### src/rtl/conv_frame_seq.sv
module conv_frame_seq #(
  parameter int W             = 14,
  parameter int SHORT_ACQ_END = 7,
  parameter int LONG_ACQ_END  = 15,
  parameter int SHORT_FRAME   = 24,
  parameter int LONG_FRAME    = 32
) (
  input  logic         clk,
  input  logic         rst_n,
  input  logic         cs_n,
  input  logic         sclk,
  input  logic         din,
  input  logic [W-1:0] result,
  output logic         dout,
  output logic         dout_oe,
  output logic         strobe,
  output logic         strobe_oe,
  output logic         sample_hold,
  output logic [W-1:0] sar_step,
  output logic         frame_done
);
  localparam int CW = $clog2(LONG_FRAME + W + 1);
  localparam logic [CW-1:0] WV = CW'(W);

  logic          sclk_q, active, uni, m_hi, m_lo;
  logic [CW-1:0] cnt;
  logic [W-1:0]  sh;

  wire rise    = !cs_n && sclk && !sclk_q;
  wire fall    = !cs_n && !sclk && sclk_q;
  wire long_md = m_hi & m_lo;

  wire [CW-1:0] acq_end  = long_md ? CW'(LONG_ACQ_END) : CW'(SHORT_ACQ_END);
  wire [CW-1:0] fr_end   = long_md ? CW'(LONG_FRAME)   : CW'(SHORT_FRAME);
  wire [CW-1:0] acq_last = acq_end + WV;
  wire [CW-1:0] nxt      = cnt + 1'b1;
  wire [W-1:0]  coded    = uni ? result : {~result[W-1], result[W-2:0]};

  always_ff @(posedge clk) begin
    if (!rst_n) begin
      sclk_q     <= 1'b0;
      active     <= 1'b0;
      uni        <= 1'b0;
      m_hi       <= 1'b0;
      m_lo       <= 1'b0;
      cnt        <= '0;
      sh         <= '0;
      dout       <= 1'b0;
      frame_done <= 1'b0;
    end else begin
      sclk_q     <= sclk;
      frame_done <= 1'b0;
      if (!active) begin
        if (rise && din) begin
          active <= 1'b1;
          cnt    <= '0;
          uni    <= 1'b0;
          m_hi   <= 1'b0;
          m_lo   <= 1'b0;
          dout   <= 1'b0;
        end
      end else begin
        if (rise) begin
          if (cnt == CW'(1)) uni  <= din;
          if (cnt == CW'(3)) m_hi <= din;
          if (cnt == CW'(4)) m_lo <= din;
        end
        if (fall) begin
          cnt <= nxt;
          if (nxt == acq_end) begin
            sh   <= coded;
            dout <= 1'b0;
          end else if (nxt > acq_end && nxt <= acq_last) begin
            dout <= sh[W-1];
            sh   <= {sh[W-2:0], 1'b0};
          end else begin
            dout <= 1'b0;
          end
          if (nxt == fr_end) begin
            active     <= 1'b0;
            frame_done <= 1'b1;
          end
        end
      end
    end
  end

  assign dout_oe     = !cs_n;
  assign strobe_oe   = !cs_n;
  assign strobe      = active && (cnt == acq_end);
  assign sample_hold = active && (cnt >= CW'(2)) && (cnt < acq_end);

  always_comb begin
    sar_step = '0;
    for (int i = 0; i < W; i++)
      if (active && cnt == acq_end + CW'(i)) sar_step[W-1-i] = 1'b1;
  end
endmodule

### config.mk
export PLATFORM = sky130hd
export DESIGN_NAME = conv_frame_seq
export DESIGN_NICKNAME = d
export VERILOG_FILES = /design/src/rtl/conv_frame_seq.sv
export SDC_FILE = /design/constraint.sdc
export NUM_CORES = 1
export LEC_CHECK = 0
export BUFFER_PORTS_ARGS = -buffer_cell sky130_fd_sc_hd__buf_2
export CAP_MARGIN = 20
export CORE_MARGIN = 8
export CORE_UTILIZATION = 39
export DETAILED_ROUTE_END_ITERATION = 16
export SYNTH_ARGS = -nofsm -noshare
export SYNTH_HDL_FRONTEND = slang
export SYNTH_SLANG_ARGS = --single-unit
### constraint.sdc
create_clock -name clk -period 2.35 [get_ports clk]
set_input_delay 0.1175 -clock clk [delete_from_list [all_inputs] [get_ports clk]]
set_output_delay 0.1175 -clock clk [all_outputs]
set_load 0.03 [all_outputs]
==> summary.md <==
Count of buffers from port buffering: 38. The startpoint of the most critical setup path is cnt[1]. Summed over all cells, the static leakage comes to 0.7747 nW. The repair_antennas step left the layout with diodes totalling 0. In this run the standard cell core region covers 0.004324 mm^2. The top cell types in the final layout, fill and taps aside, are 38 x sky130_fd_sc_hd__buf_2, 24 x sky130_fd_sc_hd__dfxtp_1, 19 x sky130_fd_sc_hd__nor2_1. In the final design database the tool counted 267 nets. In the finished design, the share of the clock period the worst path needs comes to 93.74%. Summed over all failing endpoints, the final setup total negative slack is 0 ps. The number of remaining DRC errors was 0.

The largest individual stage delay along the critical path comes from the cell sky130_fd_sc_hd__or3_1. The run gives 453.9 MHz as the fmax. For the count of routing violations after the opening detailed-route iteration, the log shows 72.

The tree is rooted in a sky130_fd_sc_hd__clkbuf_8. Critical-path maximum fanout: 9. The run finished with clean final reports. Summed over all layers, the global routing overflow is 0.

In the routed layout, each cell is associated on average with a via count of 5.545. Measured against its own limit, the worst slew margin works out to 42.74%. The number of clock sinks came out at 27. In this run, distinct cell masters in the synthesized netlist total 46. The run gives 147.1 ps as the slack of the critical path. The via count of the first global-routing pass is 1508. The classification of the worst-slack hold path was in2reg. The critical path goes through ha_1 -> nand3_2 -> xnor2_1 -> or3_1 -> buf_4 -> a31oi_1 -> a211oi_2.

STA classifies the critical path endpoint as a register. The congestion estimate from routability-driven global placement came to 0.7997. The floorplan step set the die width to 82.90 um.

The most used flip-flop cell after synthesis was sky130_fd_sc_hd__dfxtp_1. The layout has 448 filler cells. The post-detailed-route wirelength per cell works out to 14.39 um. 39 I/O pins were placed. Once the floorplan was initialized, standard cells occupied 40.36% of the core. On the worst path, the slowest cell contributes a delay of 510 ps.

The tools report the data arrival time at the worst-slack endpoint as 2340 ps. Global-route wire length before repair: 6858 um. TritonCTS built the clock tree. For the worst-skew pair, the clock arrives at the later sink with an insertion delay of 280 ps.

For the required arrival time at the worst endpoint, the log shows 2490 ps. The tools report the post-detailed-route count of antenna-violating nets as 0. The area of the die was 0.006872 mm^2. The largest voltage drop on the vdd net was 0.2509 mV; the buffer levels on the longest clock path was 2.

Detailed placement finished with a half-perimeter wire length of 3210 um. The final period demand of the worst path works out to 2203 ps. The synthesized netlist occupies a cell area of 0.001745 mm^2. The critical path is of the reg2reg type. Setup violations remaining at the end of the flow were counted as 0. OpenSTA, run right after detailed placement, puts the worst setup slack at 77.73 ps. The height of the chip was 82.90 um.

Setup repair after global routing left no endpoint under its margin. The number of nets in the synthesized netlist is 228. The number of synthesized flops with an enable pin is 0. Across the run, the number of max-cap violations was 0. The TritonCTS buffer count was 3. The tools report the proportion of synthesized chip area in sequential cells as 30.97%. The power per standard cell area came out at 381.9 mW/mm^2.

The flip-flop and latch count after synthesis was 27; the count of final hold-check violations was 0. Clock skew on the completed layout was measured at 8.823 ps. The routed design has 4201 um of wire. The initialized floorplan defines 24 standard-cell rows.

Final hold analysis gives a worst-case slack of 84.18 ps. Summing over every cut layer, the via total after detailed routing is 1619. Of the cells placed in the final design, the portion with a size suffix greater than 1 is 32.08%. The logs give 0 for the count of warnings emitted by yosys and 202 for the count of mapped cells out of synthesis. The first TritonRoute pass finished after 4 iterations.

The max-slew violation count is 0, and the measured slew at the worst slew-check pin is 858.0 ps. The synthesized area divided by synthesized cell count was 8.641 um^2; the maximum number of pins on one net before global-route repair was 23. The number of antenna violations at the first check in global routing is 0. The startpoint kind of the worst setup timing path is a register.

The startpoint of the most critical hold path is sclk. Global routing consumed, over all layers together, 11.33% of the routing resources. The startpoint identified for the worst register-to-register timing path is cnt[1]. Leaving out fill and tap cells, the most frequent cell in the layout is sky130_fd_sc_hd__buf_2. The number of H-tree levels is 1.

Of all flip-flops after synthesis, the portion carrying an async set or reset was 0%. The layout overhead on the synthesized area was 17.78%; the clock edge transition at the registers on the reported setup and hold paths was 100 ps.
synth_stat cells (all sizes together) (3+ instances only):
cell | number | area, um^2
nor3b | 3 | 22.52
a211oi | 13 | 142.6
nor3 | 9 | 45.04
xor2 | 3 | 26.28
clkbuf | 6 | 22.52
nand3 | 7 | 45.04
a31oi | 13 | 81.33
inv | 8 | 30.03
mux2i | 13 | 130.1
ha | 7 | 87.58
nand2 | 11 | 41.29
a22oi | 3 | 22.52
a21oi | 7 | 35.03
dfxtp | 27 | 540.5
a21o | 6 | 45.04
nor2 | 19 | 71.32
o21ai | 6 | 30.02
and3 | 3 | 23.77
or3 | 3 | 23.77
buf | 13 | 98.83
per-layer routing:
layer	up-vias	wire [um]	share of wire (%)	GRT usage, %
met3	2	192	4.6	3.027
met2	44	2106	50	20.01
met1	759	1881	45	13.18
met5	-	0	0	0
li1	814	-	-	-
met4	0	21	0.50	2.556
power by group:
part	internal [W]	switching (W)	total, W
Clock	0.000121	0.000155	0.000276
Sequential	0.000459	0.00000133	0.000460
Combinational	0.0000204	0.0000287	0.0000492
repair_timing:
item,in CTS,in global routing
resized for setup,0,6
endpoints found under the setup margin,0,14
setup buffers,0,1
hold buffers,0,0
worst max-delay path: cells and delay by family, from the launching register on:
kind	cells	cell delay, ps
compound gates	2	280
xor+xnor	1	240
fa+ha+maj	1	340
buf+inv	1	210
flops	1	380
simple gates	2	620
metrics by stage:
step	power, W	instances	utilization (%)	area, um^2
detailed placement	0.0005205	286	45.72	1977
CTS	0.0007926	290	46.85	2026
finish	0.0007851	292	47.54	2056
global placement	0.0005203	286	45.72	1977
floorplan	0.0004962	202	-	1745
global route	0.0008179	292	47.54	2056
sequential cells by signal, indices dropped and copies added (netlist names):
register / count
sh: 14
cnt: 6
active: 1
dout: 1
frame_done: 1
m_hi: 1
m_lo: 1
sclk_q: 1
uni: 1
final timing paths:
check | to | slack [ps] | cells after the start
hold / removal | sclk_q | 80 | 2
setup reg to reg | sh[6] | 150 | 7
hold reg to reg | sh[0] | 460 | 2
setup / recovery | sh[6] | 150 | 7
layout make-up:
cell class	count	area, um^2	area share (%)
Clock inverter	1	7.507	0.3652
Tap cell	52	65.06	3.165
Inverter	8	30.03	1.461
Clock buffer	3	41.29	2.009
Multi-Input combinational cell	149	1069	51.98
Sequential cell	27	544.3	26.48
Timing Repair Buffer	52	299.0	14.55
logic make-up after synthesis:
| group | after synthesis | synth area share [%] |
|---|---|---|
| DFF | 27 | 30.97 |
| muxes | 14 | 8.100 |
| buffers and inverters | 27 | 8.673 |
| and+or+nand+nor | 69 | 21.58 |
| xor gates and xnor gates | 5 | 2.509 |
| AOI/OAI and AO/OA | 53 | 23.15 |
| adders and majority gates | 7 | 5.018 |
No activity file was read; power rests on OpenSTA's default activity.
